## src/rtl/acc_alu_pkg.sv

```systemverilog
package acc_alu_pkg;

    localparam int DATA_W = 8;

    localparam logic [3:0] OP_ADD = 4'd0;
    localparam logic [3:0] OP_ADC = 4'd1;
    localparam logic [3:0] OP_SUB = 4'd2;
    localparam logic [3:0] OP_SBC = 4'd3;
    localparam logic [3:0] OP_CMP = 4'd4;
    localparam logic [3:0] OP_AND = 4'd5;
    localparam logic [3:0] OP_OR  = 4'd6;
    localparam logic [3:0] OP_XOR = 4'd7;
    localparam logic [3:0] OP_NEG = 4'd8;
    localparam logic [3:0] OP_CPL = 4'd9;
    localparam logic [3:0] OP_SCF = 4'd10;
    localparam logic [3:0] OP_CCF = 4'd11;

    localparam int FB_SIGN = 7;
    localparam int FB_ZERO = 6;
    localparam int FB_HALF = 4;
    localparam int FB_PV   = 2;
    localparam int FB_SUBM = 1;
    localparam int FB_CARRY = 0;

    typedef struct packed {
        logic s;
        logic z;
        logic h;
        logic pv;
        logic n;
        logic c;
    } flag_set_t;

    typedef enum logic {
        ST_EMPTY  = 1'b0,
        ST_LOADED = 1'b1
    } cap_state_e;

endpackage

```

## src/rtl/alu_addsub.sv

```systemverilog
module alu_addsub #(
    parameter int W = 8
) (
    input  logic [W-1:0] a,
    input  logic [W-1:0] b,
    input  logic         ci,
    input  logic         sub,
    output logic [W-1:0] r,
    output logic         co,
    output logic         hc,
    output logic         ov
);
    localparam int HW = W / 2;

    logic [W:0]  full;
    logic [HW:0] low;

    always_comb begin
        if (sub) begin
            full = {1'b0, a} - {1'b0, b} - {{W{1'b0}}, ci};
            low  = {1'b0, a[HW-1:0]} - {1'b0, b[HW-1:0]} - {{HW{1'b0}}, ci};
            ov   = (a[W-1] ^ b[W-1]) & (full[W-1] ^ a[W-1]);
        end else begin
            full = {1'b0, a} + {1'b0, b} + {{W{1'b0}}, ci};
            low  = {1'b0, a[HW-1:0]} + {1'b0, b[HW-1:0]} + {{HW{1'b0}}, ci};
            ov   = ~(a[W-1] ^ b[W-1]) & (full[W-1] ^ a[W-1]);
        end
        r  = full[W-1:0];
        co = full[W];
        hc = low[HW];
    end
endmodule

```

## src/rtl/alu_bitwise.sv

```systemverilog
module alu_bitwise #(
    parameter int W = 8
) (
    input  logic [W-1:0] a,
    input  logic [W-1:0] b,
    input  logic [1:0]   sel,
    output logic [W-1:0] r,
    output logic         even_par
);
    always_comb begin
        unique case (sel)
            2'd0:    r = a & b;
            2'd1:    r = a | b;
            default: r = a ^ b;
        endcase
        even_par = ~(^r);
    end
endmodule

```

## src/rtl/alu_flag_pack.sv

```systemverilog
module alu_flag_pack
    import acc_alu_pkg::*;
(
    input  flag_set_t  fl,
    output logic [7:0] fbyte
);
    always_comb begin
        fbyte           = '0;
        fbyte[FB_SIGN]  = fl.s;
        fbyte[FB_ZERO]  = fl.z;
        fbyte[FB_HALF]  = fl.h;
        fbyte[FB_PV]    = fl.pv;
        fbyte[FB_SUBM]  = fl.n;
        fbyte[FB_CARRY] = fl.c;
    end
endmodule

```

## src/rtl/acc_alu_unit.sv

```systemverilog
module acc_alu_unit
    import acc_alu_pkg::*;
#(
    parameter int W = DATA_W
) (
    input  logic         clk,
    input  logic         rst_n,
    input  logic         strobe,
    input  logic [3:0]   op_sel,
    input  logic [W-1:0] acc_in,
    input  logic [W-1:0] opnd_in,
    input  logic         carry_in,
    output logic [W-1:0] res_q,
    output logic [7:0]   flags_q,
    output logic         wb_q,
    output logic         valid_q
);
    logic [W-1:0] ar_a, ar_b, ar_r, lg_r;
    logic         ar_ci, ar_sub, ar_co, ar_hc, ar_ov, lg_par;
    logic [W-1:0] res_d, fv;
    logic         wb_d, sz_en;
    flag_set_t    fl_d;
    logic [7:0]   fbyte_d;
    cap_state_e   state, state_nx;

    always_comb begin
        ar_a   = (op_sel == OP_NEG) ? '0 : acc_in;
        ar_b   = (op_sel == OP_NEG) ? acc_in : opnd_in;
        ar_ci  = (op_sel == OP_ADC || op_sel == OP_SBC) ? carry_in : 1'b0;
        ar_sub = (op_sel == OP_SUB || op_sel == OP_SBC ||
                  op_sel == OP_CMP || op_sel == OP_NEG);
    end

    alu_addsub #(.W(W)) u_addsub (
        .a(ar_a), .b(ar_b), .ci(ar_ci), .sub(ar_sub),
        .r(ar_r), .co(ar_co), .hc(ar_hc), .ov(ar_ov)
    );

    alu_bitwise #(.W(W)) u_bitwise (
        .a(acc_in), .b(opnd_in), .sel(op_sel[1:0] - 2'd1),
        .r(lg_r), .even_par(lg_par)
    );

    always_comb begin
        res_d = acc_in;
        fv    = acc_in;
        wb_d  = 1'b0;
        sz_en = 1'b1;
        fl_d  = '0;
        fl_d.c = carry_in;
        unique case (op_sel)
            OP_ADD, OP_ADC, OP_SUB, OP_SBC, OP_NEG: begin
                res_d = ar_r; fv = ar_r; wb_d = 1'b1;
                fl_d.h = ar_hc; fl_d.pv = ar_ov; fl_d.n = ar_sub; fl_d.c = ar_co;
            end
            OP_CMP: begin
                fv = ar_r;
                fl_d.h = ar_hc; fl_d.pv = ar_ov; fl_d.n = 1'b1; fl_d.c = ar_co;
            end
            OP_AND, OP_OR, OP_XOR: begin
                res_d = lg_r; fv = lg_r; wb_d = 1'b1;
                fl_d.h = (op_sel == OP_AND); fl_d.pv = lg_par;
                fl_d.n = 1'b0; fl_d.c = 1'b0;
            end
            OP_CPL: begin
                res_d = ~acc_in; fv = ~acc_in; wb_d = 1'b1;
                fl_d.h = 1'b1; fl_d.n = 1'b1;
            end
            OP_SCF: begin
                fl_d.c = 1'b1;
            end
            OP_CCF: begin
                fl_d.h = carry_in; fl_d.c = ~carry_in;
            end
            default: begin
                sz_en = 1'b0;
            end
        endcase
        fl_d.s = sz_en & fv[W-1];
        fl_d.z = sz_en & (fv == '0);
    end

    alu_flag_pack u_pack (.fl(fl_d), .fbyte(fbyte_d));

    // state register
    always_ff @(posedge clk) begin
        if (!rst_n) state <= ST_EMPTY;
        else        state <= state_nx;
    end

    always_comb begin
        unique case (state)
            ST_EMPTY:  state_nx = strobe ? ST_LOADED : ST_EMPTY;  // T_FIRST_CAPTURE / T_IDLE_HOLD
            ST_LOADED: state_nx = ST_LOADED;                      // T_RECAPTURE / T_IDLE_HOLD
            default:   state_nx = ST_EMPTY;
        endcase
    end

    // output process
    always_ff @(posedge clk) begin
        if (!rst_n) begin
            res_q   <= '0;
            flags_q <= '0;
            wb_q    <= 1'b0;
        end else if (strobe) begin
            res_q   <= res_d;
            flags_q <= fbyte_d;
            wb_q    <= wb_d;
        end
    end

    assign valid_q = (state == ST_LOADED);

endmodule

```

## config.mk

```make
export PLATFORM = sky130hd
export DESIGN_NAME = acc_alu_unit
export DESIGN_NICKNAME = d
export VERILOG_FILES = /design/src/rtl/acc_alu_pkg.sv /design/src/rtl/alu_addsub.sv /design/src/rtl/alu_bitwise.sv /design/src/rtl/alu_flag_pack.sv /design/src/rtl/acc_alu_unit.sv
export SDC_FILE = /design/constraint.sdc
export NUM_CORES = 1
export LEC_CHECK = 0
export BUFFER_PORTS_ARGS = -buffer_cell sky130_fd_sc_hd__buf_2
export CAP_MARGIN = 20
export CORE_MARGIN = 5
export CORE_UTILIZATION = 35
export CTS_BUF_LIST = sky130_fd_sc_hd__clkbuf_4 sky130_fd_sc_hd__clkbuf_8 sky130_fd_sc_hd__clkbuf_16
export DETAILED_ROUTE_END_ITERATION = 8
export HOLD_SLACK_MARGIN = 0.1
export PLACE_DENSITY_LB_ADDON = 0.12
export SLEW_MARGIN = 20
export SYNTH_ARGS = -nofsm -noshare
export SYNTH_HDL_FRONTEND = slang
export SYNTH_HIERARCHICAL = 1
export SYNTH_SLANG_ARGS = --single-unit
```

## constraint.sdc

```tcl
create_clock -name clk -period 7.8 [get_ports clk]
set_input_delay 0.78 -clock clk [delete_from_list [all_inputs] [get_ports clk]]
set_output_delay 0.78 -clock clk [all_outputs]
set_load 0.01 [all_outputs]
```

**Word-level counts from Yosys, hierarchy flattened**

Cells that the tools add are included.

- Multipliers: 0
- Div/mod/pow operators: 0
- Add/sub/neg operators: 9
- Multiplexer cells: 17
- Reductions and logical operators: 14
- Eq/ne operators: 12
- Order comparisons: 0
- Bitwise operators: 15
- Shift operators: 0

Operators by type and width:

| operator | count |
|---|---|
| $pmux W8 S3 | 2 |
| $eq A4 B3 Y1 const B | 4 |
| $eq A4 B4 Y1 const B | 4 |
| $mux W8 | 2 |
| $pmux W8 S2 | 1 |
| $reduce_or A12 Y1 | 1 |
| $add A8 B8 Y9 | 1 |
| $add A9 B1 Y9 | 1 |
| $mux W9 | 1 |
| $reduce_or A9 Y1 | 1 |
| $sub A8 B8 Y9 | 1 |
| $sub A9 B1 Y9 | 1 |
| $and A8 B8 Y8 | 1 |
| $eq A4 B2 Y1 const B | 2 |
| $logic_not A8 Y1 | 1 |
| $not A8 Y8 | 1 |
| $or A8 B8 Y8 | 1 |
| $pmux W1 S4 | 2 |
| $reduce_xor A8 Y1 | 1 |
| $xor A8 B8 Y8 | 1 |
| $pmux W1 S2 | 3 |
| $reduce_or A6 Y1 | 1 |
| $add A4 B4 Y5 | 1 |
| $add A5 B1 Y5 | 1 |
| other kinds (16) | 31 |

- Memories kept: 0
- Output and inout port bits: 18
- Register bits after elaboration: 16
- Latch bits: 0
- Word-level logic and storage cells: 71
- RAM bits: 0
- Bits in read-only memories: 0

**Longest topological paths before layout**

Gate-level depths: netlist of the first run.

- Depth after elaboration: 8
- Depth in mapped cells: 22
- Depth with buffers taken out: 19

**Cells and area by module**

The synthesis of the first run kept the hierarchy.

Modules (own cells, without submodules):

| module | cells an instance | area each (um2) | times used |
|---|---|---|---|
| acc_alu_unit | 188 | 1544.0 | 1 |
| alu_addsub | 133 | 982.2 | 1 |
| alu_bitwise | 71 | 556.8 | 1 |
| alu_flag_pack | 9 | 63.8 | 1 |

**Worst setup path after synthesis of the first run**

No wires, ideal clock.

- Path kind: input to register
- From: input op_sel[0]
- To: register flags_q[6]
- Stages on the path: 21
- Buffers on the path: 3
- Data arrival time: 4.059 ns
- Setup slack: 3.676 ns
- Setup time: 0.065 ns
- Data required time: 7.735 ns
- Cells stage by stage: inv_1 > ha_1 > buf_4 > nand3_2 > buf_2 > mux2_1 > ha_1 > inv_1 > ha_1 > a21oi_1 > xnor2_1 > nor3_1 > nor3_1 > a21o_1 > nor4_1 > nand2_1 > nand2_1 > a31o_1 > buf_4 > mux2i_1 > nor2_1

RTL lines:

| item | RTL line | RTL |
|---|---|---|
| from (decl) | acc_alu_unit.sv:9 | `input logic [3:0] op_sel,` |
| to (signal assigned) | acc_alu_unit.sv:107 | `flags_q <= fbyte_d;` |
| to (decl) | acc_alu_unit.sv:14 | `output logic [7:0] flags_q,` |

==> results of run 1 <==
==> Yosys cell counts, types with 2 or more instances <==
cell,number
nand4_1,7
nor4_1,7
or4_1,3
inv_1,51
buf_2,5
a221oi_1,2
buf_4,11
nor3_1,7
nand3_1,6
a211o_1,2
o31ai_2,3
o211ai_1,12
a41oi_1,3
mux2_1,3
a31o_1,6
nand2_1,23
o21ai_1,4
xnor3_1,2
and2b_1,2
nand2b_1,6
nor2_1,30
dfxtp_1,18
fa_1,4
nand3b_1,7
o21a_1,2
nor2b_1,5
and3_1,2
mux2i_1,12
o22ai_1,8
ha_1,41
a21oi_1,16
clkbuf_1,6
and2_1,10
mux2_2,5
a211oi_1,3
xor2_1,6
o311a_1,2
buf_6,4
o21ai_0,11
xnor2_1,10
a21o_1,2
==> worst min-delay path, delay by kind of cell (launching register included) <==
family,cells,cell delay (ps)
DFF,1,320
and+or+nand+nor,2,110
==> kinds of logic after synthesis <==
family | after synthesis | share of synthesized area
DFF | 18 | 0.115
muxes | 20 | 0.0668
buffers and inverters | 80 | 0.124
adders and majority gates | 45 | 0.188
AOI/OAI and AO/OA | 93 | 0.225
other | 1 | 0.00119
and+or+nand+nor | 126 | 0.222
xor gates and xnor gates | 18 | 0.0588
==> registers in the layout (all words and copies together) (netlist names) <==
| register | cells |
|---|---|
| valid_q | 1 |
| flags_q | 8 |
| wb_q | 1 |
| res_q | 8 |
==> power breakdown <==
group	leakage, uW	internal (uW)	switching (uW)
Combinational	0.00137	107	150
Sequential	0.000149	99.5	3.58
Clock	0.0000216	34.3	29.9
Total	0.00154	241	183
==> final cells by class <==
type                    count  area share
clock buffers               3      0.0123
well taps                 108      0.0404
inverters                  52      0.0583
flip-flops and latches     18       0.108
repair buffers             42      0.0636
multi-input cells         304       0.718
==> layer usage <==
layer,up-vias,global-route usage
met2,84,0.261
met4,0,0.0365
met1,1409,0.214
met3,21,0.0216
met5,-,0
li1,1442,-
==> worst paths after layout <==
path                endpoint  slack (ps)  cells past startpoint
hold reg to reg      valid_q         470                      2
hold / removal       valid_q         470                      2
setup reg to reg    res_q[4]        6990                      3
setup / recovery  flags_q[6]        2910                     19
==> metrics by stage <==
step                total power (uW)  instance area, sq um
floorplan                        306                  3150
global placement                 361                  3300
detailed placement               360                  3300
CTS                              426                  3350
global route                     459                  3350
finish                           424                  3350
==> run metrics, run 1 <==
status=complete, no violations; Sum Neg Setup Slack=0 ps; Area Overhead vs Synth=6.32%; final worst slack=2910 ps; hold path startpoint=valid_q; Hold Slack=467 ps; number of synthesized flops with an enable pin=0; n_diodes=0; CP dominant cell by count=ha_1; 1st-iter DRT viols=144; FF+latch area=360 sq um; register bit total from synthesis=18; metal1 wirelength=4030 um; Max-cap violations=0; Post-Place Cells=524; routed wl met2=4070 um; metal3 WL=467 um; worst slew pin tran=875 ps; 1st-pass router iterations=4; CTS tree=built; Critical Path Max Stage Delay=520 ps; vias in the first global route=2797; Peak supply drop=55.4 uV; remaining routing DRC violations=0; Worst Path Required=7990 ps; row cnt=34; multi-input combinational cell area=0.00240 sq mm; post-synth top area cell=ha_1; ys flop type=dfxtp_1; die width=105 um; layout cell share with drive strength beyond 1=0.167; post-route ant nets=0; fill count=918; Finished Core Util=0.382; critical path startpoint category=input port; Pwr Density=127 mW/mm^2; postcts setup bufs=0; CP max FO=16; initial antenna violation count=0; Final Max Tran Viols=0; final hold violation count=0; Tcrit/Tclk final=0.627; Final Instance Count excl. Fillers=527; clock slew at reported path FFs=60 ps; relative slew slack=0.412; Root Driver=clkbuf_8; Die Ht=105 um; total number of vias=2956; crit path kind=input port to flip-flop; Synth top area share=0.163; final setup fails=0; post-synthesis sequential area ratio=0.115; Max Freq=0.205 GHz; Crit. End Element=flip-flop; commonest non-fill, non-tap cell in the layout=inv_1; CTS sink cnt=18; Placer Congestion=0.865; Worst Clk Skew=0 ps; die footprint=0.0110 sq mm; Post-CTS Hold Fix Bufs=0; Synth cell types=73; CTS Buffer Depth=2; RSZ-0062 raised after global routing=no; max layer used=met4; number of warnings issued by yosys=6; Hold Path Class=flip-flop to flip-flop; Worst EP arrival=5080 ps; nets=490; first-pass GRT wire length=14500 um; pin count of the biggest net entering global routing=34; total track usage=0.157; via-per-instance ratio=5.61; IO Pins=42; CP max-delay cell=ha_1; Mean Syn Cell Area=7.85 sq um; Placement Setup Slack=2690 ps; CP cell instances=buf_2 -> inv_1 -> ha_1 -> nand3_2 -> mux2_1 -> ha_1 -> inv_1 -> ha_1 -> a21oi_1 -> xnor2_1 -> nor3_1 -> nor3_1 -> a21o_1 -> nor4_1 -> nand2_1 -> nand2_1 -> a31o_1 -> mux2i_1 -> nor2_1; CTS H-tree lvls=1; clock latency at the later pin of the worst-skew pair=250 ps; Area contributors post-synth=ha_1 (16%), dfxtp_1 (11%), inv_1 (6.1%), mux2i_1 (3.8%), nor2_1 (3.6%); Initial Util=0.359; ys async rst share=0; Final Critical Period=4890 ps; reg2reg start=res_q[4]; post-synthesis instance area=0.00315 sq mm; number of buffers created by CTS=3; Bufs and invs on worst path=3; Cells after Synth=401; WL/cell=16.7 um; port buffer count=41; most frequent cells in the layout=inv_1 (51), ha_1 (41), buf_2 (41); total core area=0.00876 sq mm; Worst Setup SP=op_sel[0]; dpl hpwl=7030 um; CP top delay family=simple AND/OR/NAND/NOR gates; GRT Residual Overflow=0; CTS resizes=0; total routed wirelength=8800 um; Leak=0.00154 uW
Note: power is estimated with default switching activity, not from simulation.
==> inputs of run 2 (changes only) <==
Clock period 7.8 ns to 4.16 ns, I/O delays scaled along.
==> run metrics, run 2 (synthesized netlist as in run 1, its figures left out) <==
CTS sink cnt=18 (unchanged); status=complete, no violations; CP max-delay cell=fa_1; clock latency at the later pin of the worst-skew pair=250 ps (about the same); Leak=0.00161 uW (+4.6%); number of buffers created by CTS=3 (unchanged); most frequent cells in the layout=inv_1 (51), ha_1 (41), buf_2 (41); power share of the combinational group=0.595 (-0.011); critical path startpoint category=input port; P_int=485 uW (+100%); CTS tree=built; total track usage=0.161 (+0.00432); dpl hpwl=7240 um (+3.0%); Post-CTS Hold Fix Bufs=0 (unchanged); crit path kind=input port to flip-flop; switching power=355 uW (+93%); vias in the first global route=2707 (-3.2%); Largest regs=flags_q (8), res_q (8); Area Overhead vs Synth=9.86%; Worst EP arrival=3890 ps (-1190 ps); Worst Path Required=4360 ps (-3630 ps); n_diodes=0 (unchanged); row cnt=34 (unchanged); total number of vias=2893 (-2.1%); first-pass GRT wire length=14600 um (+0.62%); final hold violation count=0 (unchanged); WL/cell=16.8 um (+0.36%); Pwr Density=243 mW/mm^2 (+92%); RSZ-0062 raised after global routing=no; IO Pins=42 (unchanged); worst slew pin tran=689 ps (-185 ps); Clock power frac=0.175 (+0.024); Final Critical Period=3700 ps; post-route ant nets=0 (unchanged); Worst Clk Skew=0 ps (unchanged); commonest non-fill, non-tap cell in the layout=inv_1; Placement Setup Slack=210 ps (-2480 ps); Peak supply drop=117 uV (+110%); layout cell share with drive strength beyond 1=0.194 (+0.0269); 1st-pass router iterations=5 (+1); nets=503 (+2.7%); postcts setup bufs=0 (unchanged); relative slew slack=0.535 (+0.124); Sequential Power Share=0.230 (-0.013); 1st-iter DRT viols=216 (+50%); CP cell instances=buf_2 -> inv_1 -> ha_1 -> nand3_2 -> buf_4 -> mux2_2 -> inv_1 -> fa_1 -> inv_1 -> ha_1 -> o21ai_0 -> a21boi_0 -> o31ai_1 -> xor2_1 -> o211ai_1 -> nor4_1 -> nand2_1 -> nand2_1 -> a31o_1 -> mux2i_1 -> nor2_1; Max-cap violations=0 (unchanged); pin count of the biggest net entering global routing=34 (unchanged); GRT Residual Overflow=0 (unchanged); remaining routing DRC violations=0 (unchanged); Root Driver=clkbuf_8; clock slew at reported path FFs=80 ps (+20 ps); CTS H-tree lvls=1 (unchanged); Die Ht=105 um (unchanged); Max Freq=0.271 GHz; initial antenna violation count=0 (unchanged); final setup fails=0 (unchanged); CP max FO=5 (-11); Tcrit/Tclk final=0.889; die footprint=0.0110 sq mm (unchanged); total core area=0.00876 sq mm (unchanged); final worst slack=463 ps (-2450 ps); Hold Path Class=input port to flip-flop; CTS resizes=0 (unchanged); Placer Congestion=0.969 (+12%); CP dominant cell by count=inv_1; Sw Share=0.422 (-0.0101); die width=105 um (unchanged); via-per-instance ratio=5.35 (-4.7%); total routed wirelength=9060 um (+3.0%); Final Max Tran Viols=0 (unchanged); Crit. End Element=flip-flop; Sum Neg Setup Slack=0 ps (unchanged); Critical Path Max Stage Delay=560 ps (+40 ps); CTS Buffer Depth=2 (unchanged); Initial Util=0.359 (unchanged); port buffer count=41 (unchanged)
-- run 2: cell types whose count changed in the layout (fill, tap and decap cells not counted) --
cell / change
clkbuf_8: +1
buf_4: +13
-- run 2: area by class of cell --
cell class | count | area, sq um
Multi-Input combinational cell | 304 | 2400
Inverter | 52 | 195
Tap cell | 108 | 135
Clock buffer | 4 | 55.1
Fill cell | 932 | 5310
Timing Repair Buffer | 55 | 310
Sequential cell | 18 | 360
-- run 2: critical path: cells and delay by family --
family | cells | cell delay, ps
AO/OA/AOI/OAI | 5 | 780
XOR/XNOR | 1 | 170
adder cells (fa/ha/maj) | 3 | 920
buffers and inverters | 5 | 500
multiplexers | 2 | 320
AND/OR/NAND/NOR | 5 | 770
-- run 2: layer usage --
metal,vias up,track usage,part of all wire
met2,75,0.250,0.44
met1,1337,0.234,0.49
met5,-,0,0
met4,0,0.0393,0.024
li1,1466,-,-
met3,15,0.0228,0.045
-- run 2: final timing paths --
path	startpoint	to	slack (ps)	cells after the start
max	op_sel[0]	flags_q[6]	460	21
min	rst_n	res_q[0]	440	3
max reg2reg	res_q[4]	res_q[4]	3340	3
min reg2reg	valid_q	valid_q	470	2
-- run 2: metrics by stage --
step	util	power [uW]	hold slack (ps)	instance area [sq um]	cells
finish	0.394	840	441	3460	541
global route	0.394	906	469	3460	541
CTS	0.394	842	446	3460	541
detailed placement	0.388	694	456	3400	537
global placement	0.388	695	445	3400	537
floorplan	-	574	489	3150	402
-- run 2: power by group through the flow --
stage	combinational [uW]	sequential [uW]	clock [uW]
finish	500	193	147
global route	554	195	157
global placement	499	197	0
CTS	499	193	150
floorplan	371	203	0
detailed placement	497	197	0
